==> config.mk <==
export PLATFORM = sky130hd
export DESIGN_NAME = idxbr_seq
export DESIGN_NICKNAME = d
export VERILOG_FILES = /design/src/rtl/idxbr_pkg.sv /design/src/rtl/idxbr_operands.sv /design/src/rtl/idxbr_addr_calc.sv /design/src/rtl/idxbr_ctrl.sv /design/src/rtl/idxbr_seq.sv
export SDC_FILE = /design/constraint.sdc
export NUM_CORES = 1
export LEC_CHECK = 0
export ABC_AREA = 1
export BUFFER_PORTS_ARGS = -buffer_cell sky130_fd_sc_hd__buf_4
export CAP_MARGIN = 10
export CORE_MARGIN = 2
export CORE_UTILIZATION = 35
export CTS_CLUSTER_DIAMETER = 30
export DETAILED_ROUTE_END_ITERATION = 8
export GPL_TIMING_DRIVEN = 0
export PLACE_DENSITY_LB_ADDON = 0.08
export SETUP_SLACK_MARGIN = 0.15
export SLEW_MARGIN = 20
export SYNTH_ARGS = -nofsm -noshare
export SYNTH_HDL_FRONTEND = slang
export SYNTH_SLANG_ARGS = --single-unit
==> constraint.sdc <==
create_clock -name clk -period 2 [get_ports clk]
set_clock_uncertainty 0.05 [all_clocks]
set_input_delay 0.2 -clock clk [delete_from_list [all_inputs] [get_ports clk]]
set_output_delay 0.2 -clock clk [all_outputs]
set_load 0.005 [all_outputs]
==> src/rtl/idxbr_pkg.sv <==
package idxbr_pkg;

  parameter int unsigned AW = 16;
  parameter int unsigned OW = 8;
  localparam int unsigned HW = AW - OW;

  typedef enum logic [1:0] {
    MD_READ   = 2'b00,
    MD_STORE  = 2'b01,
    MD_BRANCH = 2'b10,
    MD_RSVD   = 2'b11
  } op_mode_e;

  typedef enum logic [1:0] {
    PH_IDLE   = 2'd0,
    PH_FIRST  = 2'd1,
    PH_SECOND = 2'd2
  } phase_e;

  typedef enum logic [1:0] {
    SRC_BASE  = 2'd0,
    SRC_SPLIT = 2'd1,
    SRC_FINAL = 2'd2
  } addr_src_e;

  // widen an index (zero) or branch displacement (sign)
  function automatic logic [AW-1:0] f_extend(input logic [OW-1:0] v, input logic is_signed);
    if (is_signed) return {{HW{v[OW-1]}}, v};
    else           return {{HW{1'b0}}, v};
  endfunction

  function automatic logic [AW-1:0] f_add(input logic [AW-1:0] base,
                                          input logic [OW-1:0] v,
                                          input logic is_signed);
    return base + f_extend(v, is_signed);
  endfunction

  function automatic logic f_same_page(input logic [AW-1:0] a, input logic [AW-1:0] b);
    return a[AW-1:OW] == b[AW-1:OW];
  endfunction

  // high part from one address, low part from another
  function automatic logic [AW-1:0] f_splice(input logic [AW-1:0] hi_src,
                                             input logic [AW-1:0] lo_src);
    return {hi_src[AW-1:OW], lo_src[OW-1:0]};
  endfunction

endpackage

==> src/rtl/idxbr_operands.sv <==
module idxbr_operands
  import idxbr_pkg::*;
(
  input  logic          clk,
  input  logic          rst_n,
  input  logic          load,
  input  logic [AW-1:0] base_i,
  input  logic [OW-1:0] off_i,
  input  op_mode_e      mode_i,
  output logic [AW-1:0] base_q,
  output logic [OW-1:0] off_q,
  output op_mode_e      mode_q
);

  always_ff @(posedge clk) begin
    if (!rst_n) begin
      base_q <= '0;
      off_q  <= '0;
      mode_q <= MD_READ;
    end else if (load) begin
      base_q <= base_i;
      off_q  <= off_i;
      mode_q <= mode_i;
    end
  end

endmodule

==> src/rtl/idxbr_addr_calc.sv <==
module idxbr_addr_calc
  import idxbr_pkg::*;
(
  input  logic [AW-1:0] base,
  input  logic [OW-1:0] off,
  input  op_mode_e      mode,
  output logic [AW-1:0] final_addr,
  output logic [AW-1:0] split_addr,
  output logic          crosses
);

  logic is_branch;

  always_comb begin
    is_branch  = (mode == MD_BRANCH);
    final_addr = f_add(base, off, is_branch);
    split_addr = f_splice(base, final_addr);
    crosses    = !f_same_page(base, final_addr);
  end

endmodule

==> src/rtl/idxbr_ctrl.sv <==
module idxbr_ctrl
  import idxbr_pkg::*;
(
  input  logic      clk,
  input  logic      rst_n,
  input  logic      step_en,
  input  logic      start,
  input  op_mode_e  mode_i,
  input  op_mode_e  mode_q,
  input  logic      crosses,
  output logic      load,
  output phase_e    phase,
  output addr_src_e addr_sel,
  output logic      rd,
  output logic      exec,
  output logic      done,
  output logic      poll_mask
);

  phase_e phase_nx;
  logic   need_second;

  assign need_second = (mode_q == MD_STORE) || crosses;
  assign load = (phase == PH_IDLE) && step_en && start && (mode_i != MD_RSVD);

  always_comb begin
    addr_sel  = SRC_BASE;
    rd        = 1'b0;
    exec      = 1'b0;
    done      = 1'b0;
    poll_mask = 1'b0;
    case (phase)
      PH_FIRST: begin
        rd = step_en;
        if (mode_q == MD_BRANCH) begin
          addr_sel  = SRC_BASE;
          done      = step_en && !crosses;
          poll_mask = step_en && !crosses;
        end else begin
          addr_sel = SRC_SPLIT;
          exec     = step_en && (mode_q == MD_READ) && !crosses;
          done     = step_en && (mode_q == MD_READ) && !crosses;
        end
      end
      PH_SECOND: begin
        addr_sel = (mode_q == MD_BRANCH) ? SRC_SPLIT : SRC_FINAL;
        rd       = step_en && (mode_q != MD_STORE);
        exec     = step_en && (mode_q != MD_BRANCH);
        done     = step_en;
      end
      default: addr_sel = SRC_BASE;
    endcase
  end

  always_comb begin
    phase_nx = phase;
    case (phase)
      PH_IDLE:   if (load) phase_nx = PH_FIRST;
      PH_FIRST:  if (step_en) phase_nx = need_second ? PH_SECOND : PH_IDLE;
      PH_SECOND: if (step_en) phase_nx = PH_IDLE;
      default:   phase_nx = PH_IDLE;
    endcase
  end

  always_ff @(posedge clk) begin
    if (!rst_n) phase <= PH_IDLE;
    else        phase <= phase_nx;
  end

  // one-cycle done pulse
  p_done_pulse_r11: assert property (@(posedge clk) disable iff (!rst_n)
    done |=> !done);

  // the poll mask only accompanies the end of a branch
  p_mask_with_done_r6: assert property (@(posedge clk) disable iff (!rst_n)
    poll_mask |-> (done && mode_q == MD_BRANCH));

  // a store never finishes in its first step
  p_store_two_steps_r4: assert property (@(posedge clk) disable iff (!rst_n)
    (phase == PH_FIRST && mode_q == MD_STORE) |-> (!exec && !done));

  // no new operand capture while busy
  p_no_load_busy_r9: assert property (@(posedge clk) disable iff (!rst_n)
    (phase != PH_IDLE) |-> !load);

  // a stalled cycle leaves the phase where it was
  p_stall_phase_r8: assert property (@(posedge clk) disable iff (!rst_n)
    (!step_en && phase != PH_IDLE) |=> $stable(phase));

endmodule

==> src/rtl/idxbr_seq.sv <==
module idxbr_seq
  import idxbr_pkg::*;
(
  input  logic          clk,
  input  logic          rst_n,
  input  logic          step_en,
  input  logic          start,
  input  logic [1:0]    mode,
  input  logic [AW-1:0] base_addr,
  input  logic [OW-1:0] offset,
  output logic [AW-1:0] bus_addr,
  output logic          bus_rd,
  output logic          exec_pulse,
  output logic          done,
  output logic          poll_mask,
  output logic [AW-1:0] calc_addr
);

  op_mode_e      mode_in;
  op_mode_e      mode_q;
  logic [AW-1:0] base_q;
  logic [OW-1:0] off_q;
  logic [AW-1:0] final_addr;
  logic [AW-1:0] split_addr;
  logic          crosses;
  logic          load;
  phase_e        phase;
  addr_src_e     addr_sel;

  assign mode_in = op_mode_e'(mode);

  idxbr_operands u_ops (
    .clk    (clk),
    .rst_n  (rst_n),
    .load   (load),
    .base_i (base_addr),
    .off_i  (offset),
    .mode_i (mode_in),
    .base_q (base_q),
    .off_q  (off_q),
    .mode_q (mode_q)
  );

  idxbr_addr_calc u_calc (
    .base       (base_q),
    .off        (off_q),
    .mode       (mode_q),
    .final_addr (final_addr),
    .split_addr (split_addr),
    .crosses    (crosses)
  );

  idxbr_ctrl u_ctrl (
    .clk       (clk),
    .rst_n     (rst_n),
    .step_en   (step_en),
    .start     (start),
    .mode_i    (mode_in),
    .mode_q    (mode_q),
    .crosses   (crosses),
    .load      (load),
    .phase     (phase),
    .addr_sel  (addr_sel),
    .rd        (bus_rd),
    .exec      (exec_pulse),
    .done      (done),
    .poll_mask (poll_mask)
  );

  always_comb begin
    case (addr_sel)
      SRC_SPLIT: bus_addr = split_addr;
      SRC_FINAL: bus_addr = final_addr;
      default:   bus_addr = base_q;
    endcase
  end

  assign calc_addr = final_addr;

  // the first access of an indexed operation stays on the base page
  p_first_on_base_page_r3: assert property (@(posedge clk) disable iff (!rst_n)
    (bus_rd && phase == PH_FIRST && mode_q != MD_BRANCH)
      |-> (bus_addr[AW-1:OW] == base_q[AW-1:OW]));

  // execute always happens at the fully formed address
  p_exec_at_final_r2: assert property (@(posedge clk) disable iff (!rst_n)
    exec_pulse |-> (bus_addr == calc_addr));

  // a branch begins with a read of the old program counter
  p_branch_old_pc_r5: assert property (@(posedge clk) disable iff (!rst_n)
    (phase == PH_FIRST && mode_q == MD_BRANCH && bus_rd) |-> (bus_addr == base_q && !exec_pulse));

  // the address holds across a stalled cycle
  p_stall_addr_r8: assert property (@(posedge clk) disable iff (!rst_n)
    (!step_en && phase != PH_IDLE) |=> $stable(bus_addr));

  // strobes only on enabled cycles
  p_no_strobe_stall_r8: assert property (@(posedge clk) disable iff (!rst_n)
    !step_en |-> !(bus_rd || exec_pulse || done || poll_mask));

endmodule

After elaboration in Yosys (flattened, before gate mapping)
Index checks and enable logic that the tools add are counted.

Word-level logic and storage cells: 48. Register bits: 28. Output and inout port bits: 36.

Reduce and logical (&&, ||, !) cells: 13. $add $sub $neg: 1. Equality and inequality tests: 13. Muxes and demuxes: 17.

Operator list (count): 16-bit one-hot mux with 2 select lines (1); 16-bit adder (1); 16-bit 2-to-1 mux (1); 2-bit 2-to-1 mux (5); 2-bit inequality test (second input constant) (5); 8-bit == test (1); 1-bit logical AND (8); 2-bit by 1-bit == test with 1-bit output (second input constant) (3); 2-bit == test (second input constant) (3); 1-bit one-hot mux with 2 select lines (3); 2-bit one-hot mux with 3 select lines (1); 1-bit 2-to-1 mux (5); 2-bit logical NOT (2); 2-bit one-hot mux with 2 select lines (1); 3-bit AND reduction (1); 2-bit by 1-bit inequality test with 1-bit output (second input constant) (1); 1-bit logical NOT (1); 1-bit logical OR (1).

Logic depth before layout (Yosys ltp)
Gate-level depths: netlist (run 1).

Depth after elaboration: 9. Mapped depth: 14. Mapped depth without buffers: 14.

Modules after synthesis
Synthesis (run 1) repeated with hierarchy kept, for this count alone.

Cell total of the unflattened synthesis: 571. Area, all modules: 3203.1 um^2.

Modules (own cells, without submodules): idxbr_addr_calc (times used 1, sequential area each 0.0 um^2, area each 1333.8 um^2, cells an instance 250); idxbr_operands (times used 1, sequential area each 520.5 um^2, area each 1094.8 um^2, cells an instance 165); idxbr_seq (times used 1, sequential area each 0.0 um^2, area each 496.7 um^2, cells an instance 108); idxbr_ctrl (times used 1, sequential area each 40.0 um^2, area each 277.8 um^2, cells an instance 48).

Least setup slack after synthesis (run 1)
No wires, ideal clock.

Path kind: register to output. From: register u_ops.base_q[0]. To: output port calc_addr[14]. Cell stages (with the launch flop): 14. Path buffers: 0. Slack: -0.091 ns. Required time: 1.750 ns. Data arrival time: 1.841 ns. Cell sequence: dfxtp_1 ha_1 inv_1 fa_1 nand3b_1 nand2_1 nand2_1 nand2_1 nand2_1 nor2_2 nand2_1 nand3_1 nand2_1 and2_1.

Cells in the longest elaborated chain, start to end: 1.

RTL lines: start, declared (line idxbr_operands.sv:10) `output logic [AW-1:0] base_q,`; start signal, assigned (line idxbr_operands.sv:21) `base_q <= base_i;`; 16-bit adder (line idxbr_pkg.sv:35) `return base + f_extend(v, is_signed);`; end, declared (line idxbr_seq.sv:16) `output logic [AW-1:0] calc_addr`.

No other way between the ends.

Worst setup path in the final report (run 1)
From: register u_ops.off_q[0]. To: output port bus_addr[10].

Cells in the longest elaborated chain, start to end: 3.

RTL lines: start, declared (line idxbr_operands.sv:11) `output logic [OW-1:0] off_q,`; start signal, assigned (line idxbr_operands.sv:22) `off_q <= off_i;`; 16-bit 2-to-1 mux (line idxbr_pkg.sv:28) `if (is_signed) return {{HW{v[OW-1]}}, v};`; 16-bit adder (line idxbr_pkg.sv:35); 16-bit one-hot mux with 2 select lines (line idxbr_seq.sv:71) `case (addr_sel)`; end, declared (line idxbr_seq.sv:11) `output logic [AW-1:0] bus_addr,`.

No other way between the ends.

==> results of run 1 <==
==> logic make-up (layout without fill, tap and decap cells) <==
logic type	count (synthesis)	in the layout	synth area share
AND/OR/NAND/NOR	166	166	0.328
AO/OA/AOI/OAI	70	70	0.164
buffers and inverters	63	176	0.110
flip-flops	28	28	0.244
adder cells (fa/ha/maj)	14	14	0.0796
XOR/XNOR	14	14	0.0747
==> cell usage in the layout, fill, tap and decap left out, types with 4 or more instances in the layout <==
cell     synthesis  final
a21oi_1         22     15
nand2_2          4     24
nand2_1         79     54
nand3_2          0      5
o21ai_0         39     30
nor2_1          44     38
dfxtp_4          0      8
dfxtp_1         28      9
nand4_1          6      6
xor2_2           2      6
buf_12           1      4
inv_1           50     37
buf_4            0     93
inv_2            4     12
nor2_2           7      5
a21oi_2          0      5
nand2_4          3      6
o21ai_2          1      7
ha_4             0      9
buf_6            0     12
nand3_1         14      8
dfxtp_2          0     11
nor2_4           2     10
==> critical path, stage by stage (launching register included) <==
cell	delay [ns]
dfxtp_2	0.37
ha_4	0.14
inv_2	0.03
fa_2	0.35
nand3b_1	0.18
nand2_2	0.10
nand2_2	0.05
nand2_2	0.07
nand2_2	0.07
nor2_4	0.10
nor2_2	0.06
xor2_2	0.17
nand2_1	0.08
o21ai_2	0.05
buf_4	0.13
==> layout make-up <==
| class | count | share of cell area |
|---|---|---|
| plain buffers | 9 | 0.0163 |
| clock buffers | 3 | 0.0104 |
| clock inverters | 1 | 0.00753 |
| inverters | 54 | 0.0561 |
| multi-input cells | 264 | 0.503 |
| flip-flops and latches | 28 | 0.152 |
| well taps | 77 | 0.0242 |
| repair buffers | 109 | 0.231 |
==> sequential cells by signal, summed over array words and instances (netlist names) <==
register,cells
u_ctrl.phase,2
u_ops.base_q,16
u_ops.mode_q,2
u_ops.off_q,8
==> worst max-delay path by stage <==
stage / startpoint / end / slack [ns] / depth (start not counted)
6_report: u_ops.off_q[0] / bus_addr[10] / -0.49 / 14
2_1_floorplan: u_ops.off_q[0] / calc_addr[14] / 0.03 / 13
3_5_place_dp: u_ctrl.phase[0] / bus_addr[12] / -0.32 / 12
4_1_cts: u_ops.base_q[0] / calc_addr[14] / -0.51 / 14
5_1_grt: u_ops.off_q[0] / bus_addr[10] / -0.62 / 14
3_3_place_gp: u_ctrl.phase[0] / bus_addr[12] / -0.33 / 12
==> routing by layer <==
layer  up-vias  wire, um  global-route usage
li1       1358         -                   -
met1      1215      3420               0.292
met2        71      3540               0.320
met3         8       359              0.0146
met4         0       106              0.0620
met5         -         0                   0
==> power groups by stage <==
stage                     registers, mW  clock network [mW]  logic (mW)
after global placement            0.650                   0       0.441
after CTS                         0.642               0.458       0.580
final                             0.645               0.449       0.655
after detailed placement          0.650                   0       0.444
after global routing              0.649               0.483       0.715
after floorplan                   0.635                   0       0.258
==> per-stage QoR <==
step,setup WS [ns],utilization,power [mW],area (um2)
2_1_floorplan,0.0291,-,0.893,2330
3_3_place_gp,-0.327,0.459,1.09,2920
3_5_place_dp,-0.321,0.459,1.09,2920
4_1_cts,-0.513,0.580,1.68,3680
5_1_grt,-0.619,0.628,1.85,3990
6_report,-0.485,0.628,1.75,3990
==> timing repair <==
action | CTS | global route
gates resized for setup | 106 | 55
setup endpoints to repair | 42 | 54
hold buffers | 0 | 0
hold endpoints to repair | 0 | 0
pin swaps | 46 | 34
setup buffers | 35 | 8
gates cloned | 1 | 0
==> results.rst, run 1 <==
.. list-table::
   :header-rows: 1

   * - Metric
     - Value
   * - Clock power frac
     - 0.257
   * - Outcome
     - finished, violations left
   * - Antenna Diode Count
     - 0
   * - Fin nets
     - between 500 and 600
   * - Max clock buf depth
     - 2
   * - Main area contributors after synthesis
     - dfxtp_1 24%, nand2_1 13%, o21ai_0 8.5%
   * - Internal cell power
     - roughly 1.2 mW
   * - Total congestion overflow
     - 0
   * - Static Leakage
     - 1.83 nW
   * - Clock tree from TritonCTS
     - built
   * - List of most frequent post-synthesis cells
     - 79 x nand2_1, 50 x inv_1, 44 x nor2_1, 39 x o21ai_0, 28 x dfxtp_1
   * - Kind of start point of the critical path
     - register
   * - Depth of the CTS H-tree
     - 1
   * - Worst reg2reg endpoint
     - u_ctrl.phase[1]
   * - Worst-Skew Late Latency
     - between 0.2 and 0.3 ns
   * - Final period demand of the worst path
     - 2.49 ns
   * - Crit path setup slack, layout
     - -0.485 ns
   * - GPL Wtd Cong
     - 0.841
   * - First-pass GRT wire length
     - roughly 12000 um
   * - Power density over the cells
     - 438 mW/mm2
   * - Netlist area before placement
     - between 0.002 and 0.0025 mm2
   * - Number of endpoints with negative hold slack in the final report
     - 0
   * - Post-synthesis async set-or-reset flop share
     - 0
   * - Min-Delay Startpoint
     - base_addr[3]
   * - Antenna violations before repair
     - 0
   * - Number of distinct library cells after synthesis
     - 32
   * - Hold path endpoint
     - u_ops.base_q[3]
   * - Flip-flop cell with the highest count after synthesis
     - dfxtp_1
   * - Slew Limit Headroom
     - 0.588
   * - Total number of vias
     - approximately 2700
   * - Cell at the root of the clock tree
     - clkbuf_8
   * - Slew at the pin with the worst max-slew slack
     - 0.609 ns
   * - Vias in the first global route
     - 2400
   * - Net Sw Frac
     - 0.310
   * - Initial core utilization
     - 0.361
   * - Height of the die
     - ~85 um
   * - Total setup violations reported at the end of the flow
     - 30
   * - Count of warnings emitted by yosys
     - 0
   * - Largest net degree at the start of global routing
     - 17
   * - Global-route total usage across every layer
     - 0.202
   * - Path category of the worst min-delay check
     - input port to register
   * - Net count after synthesis
     - roughly 400
   * - Number of antenna-violating nets in the routed design
     - 0
   * - Biggest fanout along the worst timing path
     - 3
   * - CTS buffer count
     - 3
   * - Number of filler cells placed in the layout
     - approximately 570
   * - Setup TNS
     - -7.53 ns
   * - Combinational cell fraction of total power
     - 0.374
   * - Drt first-iter violations
     - ~120
   * - Die outline area
     - around 0.0072 mm2
   * - Area added between synthesis and finish
     - 73.8%
   * - Aggregate routed wire length
     - 7420 um
   * - Register-to-register setup slack
     - 0.06 ns
   * - Share of Yosys cell area claimed by the top area cell type
     - 0.244
   * - Count of mapped cells out of synthesis
     - ~360
   * - Type of the worst setup path
     - register to output port
   * - Number of max-cap violations
     - 0
   * - Net load switching power
     - 0.541 mW
   * - DRC Markers
     - 0
   * - Sequential fraction of design power
     - 0.369
   * - First-pass DRT Iterations
     - 4
   * - Sum of net half-perimeters after detailed placement
     - around 5000 um
   * - Post-synth EDFFs
     - 0
   * - Final Max Tran Viols
     - 0
   * - Footprint of the multi-input gates
     - around 0.0020 mm2
   * - Final worst path period share
     - 1.24
   * - Required time worst endpoint
     - 1.75 ns
   * - Library cell with the largest summed area after synthesis
     - dfxtp_1
   * - Max IR drop VDD
     - between 200 and 300 uV
   * - Clock slew at the register clock pins of the worst setup and hold paths
     - around 0.10 ns
   * - Crit path capture type
     - output port
   * - R2R Path Start
     - u_ops.off_q[0]
   * - Data arrival time at the worst-slack endpoint
     - 2.24 ns
   * - Fmax
     - a little over 400 MHz
   * - Hold depth
     - 3
   * - Boundary Pins
     - between 60 and 70
   * - Synthesized area divided by synthesized cell count
     - between 6 and 7 um2
   * - Number of non-filler instances in the completed layout
     - 545
   * - Final worst hold slack
     - 0.108 ns
   * - Routed len/inst
     - 13.6 um
   * - Setup repair after global routing missed its margin
     - yes
   * - Register cell area after layout
     - slightly above 600 um2
   * - Library cell with the highest instance count after synthesis
     - nand2_1
   * - Failing checks
     - setup timing
   * - Clock net sink count
     - 28
   * - Count of buffers from port buffering
     - 65
   * - Average via count per standard cell
     - slightly below 5
   * - Register area share after synthesis
     - 0.244
   * - Number of placed cells counting well taps
     - 497
   * - X dimension of the die
     - 85.0 um
   * - Std-Cell Core Area
     - approximately 0.0063 mm2
   * - Share of post-route cells with drive strength above 1
     - 0.536
   * - Reg2reg path depth
     - 13
   * - FF+latch count, synth
     - 28
   * - FP Rows
     - 29
(Power assumes the default switching activity.)
==> run 2, diff against run 1 <==
CELL_PAD_IN_SITES_DETAIL_PLACEMENT = 1   (was not set)
CELL_PAD_IN_SITES_GLOBAL_PLACEMENT = 2   (was not set)
CORE_UTILIZATION = 25   (was 35)
TNS_END_PERCENT = 20   (was not set)
==> run 2 against run 1 <==
The run still ends with setup timing left. Routed wire length increased by 8.7%. First-iteration DRC count decreased by 49%. Register-to-register slack got worse by 0.16 ns. Core utilization decreased by 23 points. Power decreased by 5.0%. Largest cell class unchanged.
==> results.rst, run 2 (same netlist as run 1, synthesis figures left out) <==
.. list-table::
   :header-rows: 1

   * - Metric
     - Value
   * - Count of buffers from port buffering
     - 65 (unchanged)
   * - Met2 Resource Use GR
     - 0.279 (-0.0410)
   * - Crit path capture type
     - output port
   * - Max clock buf depth
     - 2 (unchanged)
   * - FP Rows
     - 34 (+17%)
   * - Crit path setup slack, layout
     - -0.542 ns (-0.0565 ns)
   * - GRT Max-Usage Layer
     - met2
   * - Final period demand of the worst path
     - 2.54 ns (+0.0565 ns)
   * - First-pass DRT Iterations
     - 4 (unchanged)
   * - Setup TNS
     - -10.41 ns (-2.87 ns)
   * - DRC Markers
     - 0 (unchanged)
   * - Routed len/inst
     - 14.5 um (+6.7%)
   * - Required time worst endpoint
     - 1.75 ns (about the same)
   * - Vias in the first global route
     - 2612 (+8.8%)
   * - Drt first-iter violations
     - 61 (-49%)
   * - Total congestion overflow
     - 0 (unchanged)
   * - GPL Wtd Cong
     - 0.831 (-1.2%)
   * - Boundary Pins
     - 66 (unchanged)
   * - Crit path max-delay family
     - simple AND/OR/NAND/NOR gates
   * - Number of endpoints with negative hold slack in the final report
     - 0 (unchanged)
   * - Average via count per standard cell
     - 4.60 (-5.5%)
   * - Total setup violations reported at the end of the flow
     - 31 (+3.3%)
   * - Number of non-filler instances in the completed layout
     - 555 (+1.8%)
   * - Clock slew at the register clock pins of the worst setup and hold paths
     - 0.10 ns (about the same)
   * - Met3 GRT Util
     - 0.0139 (-0.000664)
   * - Final worst path period share
     - 1.27 (+0.0282)
   * - Largest regs
     - u_ops.base_q (16), u_ops.off_q (8)
   * - First-pass GRT wire length
     - 13300 um (+14%)
   * - Final worst hold slack
     - 0.106 ns (-0.00238 ns)
   * - Kind of start point of the critical path
     - register
   * - Aggregate routed wire length
     - 8070 um (+8.7%)
   * - Data arrival time at the worst-slack endpoint
     - 2.29 ns (+0.05 ns)
   * - Total number of vias
     - 2551 (-3.8%)
   * - Path category of the worst min-delay check
     - input port to register
   * - Peak per-stage delay on the critical path
     - 0.37 ns (about the same)
   * - Fin nets
     - 492 (-4.1%)
   * - Area added between synthesis and finish
     - 53.3%
   * - Power density over the cells
     - 472 mW/mm2 (+7.8%)
   * - Register with the highest flop count
     - u_ops.base_q
   * - Die outline area
     - 0.00996 mm2 (+38%)
   * - Overall power consumption
     - 1.66 mW (-5.0%)
   * - Slew Limit Headroom
     - 0.612 (+0.0236)
   * - Static Leakage
     - 1.65 nW (-9.7%)
   * - Core occupancy in the finished layout
     - 0.399 (-0.229)
   * - Number of max-cap violations
     - 0 (unchanged)
   * - Max FFs per register
     - 16 (unchanged)
   * - Depth of the CTS H-tree
     - 1 (unchanged)
   * - Outcome
     - finished, violations left
   * - Buffers & Inverters on Critical Path
     - 2 (unchanged)
   * - Antenna violations before repair
     - 0 (unchanged)
   * - Height of the die
     - 99.8 um (+17%)
   * - Share of post-route cells with drive strength above 1
     - 0.416 (-0.120)
   * - Leading cell type in the layout, fill and taps excluded
     - buf_4
   * - Number of placed cells counting well taps
     - 528 (+6.2%)
   * - Antenna Diode Count
     - 0 (unchanged)
   * - CTS buffer count
     - 3 (unchanged)
   * - Slew at the pin with the worst max-slew slack
     - 0.574 ns (-0.0349 ns)
   * - Final Max Tran Viols
     - 0 (unchanged)
   * - Biggest fanout along the worst timing path
     - 3 (unchanged)
   * - Routing usage on met1
     - 0.241 (-0.0508)
   * - Worst-Skew Late Latency
     - 0.29 ns (about the same)
   * - Most frequent cells in the layout
     - 82 x buf_4, 70 x nand2_1, 41 x nor2_1
   * - Setup repair after global routing missed its margin
     - yes
   * - Failing checks
     - setup timing
   * - Number of antenna-violating nets in the routed design
     - 0 (unchanged)
   * - Type of the worst setup path
     - register to output port
   * - Std-Cell Core Area
     - 0.00881 mm2 (+39%)
   * - Fmax
     - 393 MHz (-2.2%)
   * - Clock tree from TritonCTS
     - built
   * - Worst path cell trace
     - ha_4 > inv_2 > fa_2 > nand3b_1 > nand2_2 > nand2_2 > nand2_2 > nand2_2 > nor2_4 > nor2_4 > xor2_2 > nand2_1 > o21ai_2 > buf_4
   * - Sum of net half-perimeters after detailed placement
     - 6220 um (+22%)
   * - Initial core utilization
     - 0.261 (-0.101)
   * - Cell at the root of the clock tree
     - clkbuf_8
   * - Cell occurring most often along the worst timing path
     - nand2_2
   * - Global-route total usage across every layer
     - 0.169 (-0.0330)
   * - X dimension of the die
     - 99.8 um (+17%)
   * - Clock net sink count
     - 28 (unchanged)
   * - Largest net degree at the start of global routing
     - 17 (unchanged)
   * - Slowest library cell on the worst path
     - dfxtp_2
   * - Max IR drop VDD
     - 194 uV (-32%)
-- run 2: path summary, 6_finish.rpt --
check	startpoint	to	slack, ns	cells after the start
min	base_addr[3]	u_ops.base_q[3]	0.11	3
max	u_ops.off_q[0]	bus_addr[10]	-0.54	14
max reg2reg	u_ops.off_q[0]	u_ctrl.phase[1]	-0.10	14
min reg2reg	u_ops.off_q[5]	u_ops.off_q[5]	0.45	2
-- run 2: per-stage QoR --
stage,worst slack (ns),cell area [um2]
after global routing,-0.678,3520
final,-0.542,3520
after global placement,-0.563,2940
after CTS,-0.564,3420
after floorplan,0.0291,2320
after detailed placement,-0.581,2940
-- run 2: final cells by class --
class / count / area, um2
Fill cell: 1114 / 5290
Multi-Input combinational cell: 264 / 1750
Timing Repair Buffer: 88 / 701
Sequential cell: 28 / 582
Inverter: 54 / 215
Tap cell: 108 / 135
Buffer: 9 / 65.1
Clock buffer: 3 / 41.3
Clock inverter: 1 / 30.0
-- run 2: what timing repair did --
item                       4_1_cts  5_1_grt
hold buffers                     0        0
setup endpoints to repair       43       55
resized for setup               69       23
setup buffers                   18        5
pin swaps                       21       17
-- run 2: report_power, final --
| group | leakage, nW | internal (mW) | switching, mW |
|---|---|---|---|
| sequential | 0.235 | 0.595 | 0.0498 |
| clock | 0.0357 | 0.269 | 0.195 |
| combinational | 1.38 | 0.276 | 0.277 |
| total | 1.65 | 1.14 | 0.522 |
-- run 2: worst min-delay path, cell delays in order --
cell and delay (ns):
buf_4 0.07, o21ai_0 0.07, nor2_1 0.07
-- run 2: metal layers --
metal  up-vias  routed length, um
met2        42               3720
li1       1319                  -
met4         0                 68
met3         5                208
met5         -                  0
met1      1185               4070
==> run 3, diff against run 2 <==
CELL_PAD_IN_SITES_GLOBAL_PLACEMENT = 1   (was 2)
CORE_UTILIZATION = 32   (was 25)
SKIP_CTS_REPAIR_TIMING = 1   (was not set)
==> run 3 against run 2 <==
The run still ends with setup timing left. Register-to-register slack better by 0.07 ns. Clock power down 2%. Final cell count decreased by 2.3%. Critical path depth down 3. First-iteration DRC count decreased by 1.6%. Non-clock buffer count down 1. Largest power group unchanged. Critical endpoint is now bus_addr[12]. Final area rose by 0.71%.
==> results.rst, run 3 (same netlist as run 1, synthesis figures left out) <==
.. list-table::
   :header-rows: 1

   * - Metric
     - Value
   * - Cell occurring most often along the worst timing path
     - nand2_1
   * - Required time worst endpoint
     - 1.75 ns (about the same)
   * - Global-route total usage across every layer
     - 0.185 (+0.0168)
   * - Count of buffers from port buffering
     - 65 (unchanged)
   * - Drt first-iter violations
     - 60 (-1.6%)
   * - Number of endpoints with negative hold slack in the final report
     - 0 (unchanged)
   * - Leading cell type in the layout, fill and taps excluded
     - buf_4
   * - Clock slew at the register clock pins of the worst setup and hold paths
     - 0.10 ns (about the same)
   * - Number of filler cells placed in the layout
     - 922 (-17%)
   * - Average via count per standard cell
     - 4.87 (+5.9%)
   * - Slew Limit Headroom
     - 0.601 (-0.0113)
   * - Failing checks
     - setup timing
   * - Area of placed instances
     - 0.00292 mm2 (-0.51%)
   * - Worst path cell trace
     - ha_4 > nand2_1 > inv_1 > a21oi_1 > nand2_4 > nand4_1 > nand2_1 > or2_1 > nand3_1 > nand2_1 > buf_4
   * - Aggregate routed wire length
     - 8230 um (+2.1%)
   * - Max IR drop VDD
     - 304 uV (+56%)
   * - Core occupancy in the finished layout
     - 0.516 (+0.116)
   * - Fmax
     - 387 MHz (-1.7%)
   * - Cell area after layout
     - 0.00354 mm2 (+0.71%)
   * - Reg2reg path depth
     - 11 (-3)
   * - Register with the highest flop count
     - u_ops.base_q
   * - Cell at the root of the clock tree
     - clkbuf_8
   * - Hold depth
     - 3 (unchanged)
   * - Total setup violations reported at the end of the flow
     - 32 (+3.2%)
   * - Final period demand of the worst path
     - 2.58 ns (+0.0427 ns)
   * - Number of placed cells counting well taps
     - 516 (-2.3%)
   * - Antenna Diode Count
     - 0 (unchanged)
   * - Height of the die
     - 88.7 um (-11%)
   * - Number of max-cap violations
     - 0 (unchanged)
   * - Area added between synthesis and finish
     - 54.4%
   * - Crit path capture type
     - output port
   * - Antenna violations before repair
     - 0 (unchanged)
   * - Total congestion overflow
     - 0 (unchanged)
   * - Largest net degree at the start of global routing
     - 17 (unchanged)
   * - Worst path depth
     - 11 (-3)
   * - Depth of the CTS H-tree
     - 1 (unchanged)
   * - X dimension of the die
     - 88.7 um (-11%)
   * - Kind of start point of the critical path
     - register
   * - Share of post-route cells with drive strength above 1
     - 0.442 (+0.0256)
   * - DRC Markers
     - 0 (unchanged)
   * - GPL Wtd Cong
     - 0.825 (-0.75%)
   * - Boundary Pins
     - 66 (unchanged)
   * - Max FFs per register
     - 16 (unchanged)
   * - Biggest fanout along the worst timing path
     - 4 (+1)
   * - Max clock buf depth
     - 2 (unchanged)
   * - Sum of net half-perimeters after detailed placement
     - 5860 um (-5.7%)
   * - Peak per-stage delay on the critical path
     - 0.50 ns (+0.13 ns)
   * - Most frequent cells in the layout
     - 86 x buf_4, 64 x nand2_1, 39 x inv_1, 39 x nor2_1, 29 x o21ai_0
   * - Vias in the first global route
     - 2358 (-9.7%)
   * - Routed len/inst
     - 15.2 um (+4.5%)
   * - Total number of vias
     - 2638 (+3.4%)
   * - CTS buffer count
     - 3 (unchanged)
   * - Fin nets
     - 491 (-0.20%)
   * - Data arrival time at the worst-slack endpoint
     - 2.33 ns (+0.04 ns)
   * - Crit path max-delay family
     - simple AND/OR/NAND/NOR gates
   * - Die outline area
     - 0.00786 mm2 (-21%)
   * - Number of non-filler instances in the completed layout
     - 542 (-2.3%)
   * - Worst-Skew Late Latency
     - 0.28 ns (about the same)
   * - Buffers & Inverters on Critical Path
     - 2 (unchanged)
   * - Final Max Tran Viols
     - 0 (unchanged)
   * - Type of the worst setup path
     - register to output port
   * - Pre-CTS setup slack
     - -0.659 ns (-0.0779 ns)
   * - Initial core utilization
     - 0.334 (+0.0735)
   * - Outcome
     - finished, violations left
   * - Number of antenna-violating nets in the routed design
     - 0 (unchanged)
   * - Largest regs
     - u_ops.base_q (16), u_ops.off_q (8)
   * - Clock tree from TritonCTS
     - built
   * - Power density over the cells
     - 472 mW/mm2 (-0.11%)
   * - First-pass GRT wire length
     - 11400 um (-14%)
   * - Crit path setup slack, layout
     - -0.585 ns (-0.0427 ns)
   * - Setup TNS
     - -9.77 ns (+0.636 ns)
   * - Slowest library cell on the worst path
     - dfxtp_1
   * - Final worst path period share
     - 1.29 (+0.0213)
   * - Register-to-register setup slack
     - -0.03 ns (+0.07 ns)
   * - FP Rows
     - 30 (-12%)
   * - Slew at the pin with the worst max-slew slack
     - 0.591 ns (+0.0167 ns)
   * - Setup repair after global routing missed its margin
     - yes
   * - Path category of the worst min-delay check
     - input port to register
   * - First-pass DRT Iterations
     - 4 (unchanged)
   * - Std-Cell Core Area
     - 0.00687 mm2 (-22%)
   * - Static Leakage
     - 1.64 nW (-0.87%)
   * - Clock net sink count
     - 28 (unchanged)
run 3: stage by stage:
| step | hold WS (ns) | power [mW] |
|---|---|---|
| 5_1_grt | 0.121 | 1.77 |
| 2_1_floorplan | 0.288 | 0.891 |
| 4_1_cts | 0.113 | 1.56 |
| 3_3_place_gp | 0.405 | 1.09 |
| 3_5_place_dp | 0.411 | 1.10 |
| 6_report | 0.117 | 1.67 |
run 3: worst reg2reg max path, stage by stage, from the launching register on:
cell     delay (ns)
dfxtp_1        0.50
ha_4           0.27
nand2_1        0.09
inv_1          0.07
a21oi_1        0.34
nand2_4        0.12
nor2_1         0.10
nand3_1        0.09
nand2_2        0.12
nand2_1        0.06
nand2_1        0.06
a21oi_1        0.06
run 3: area by class of cell:
| cell class | instances | area, um2 | area share |
|---|---|---|---|
| multi-input cells | 264 | 1820 | 0.513 |
| repair buffers | 87 | 657 | 0.185 |
| flip-flops and latches | 28 | 596 | 0.168 |
| inverters | 54 | 223 | 0.0629 |
| well taps | 96 | 120 | 0.0339 |
| plain buffers | 9 | 58.8 | 0.0166 |
| clock buffers | 3 | 41.3 | 0.0117 |
| clock inverters | 1 | 30.0 | 0.00848 |
run 3: power by group:
part	internal, mW	total [mW]	leakage (nW)	switching [mW]
Combinational	0.282	0.568	1.37	0.287
Clock	0.268	0.455	0.0357	0.187
Sequential	0.594	0.648	0.238	0.0541
run 3: path summary, 6_finish.rpt:
kind,start,endpoint
max reg2reg,u_ops.base_q[7],u_ctrl.phase[1]
max,u_ops.base_q[7],bus_addr[12]
min reg2reg,u_ctrl.phase[1],u_ctrl.phase[1]
min,base_addr[4],u_ops.base_q[4]
run 3: layer usage:
metal	GRT usage	part of all wire	vias up
li1	-	-	1315
met1	0.264	0.44	1260
met2	0.306	0.51	53
met3	0.0140	0.042	10
met4	0.0399	0.0081	0
met5	0	0	-
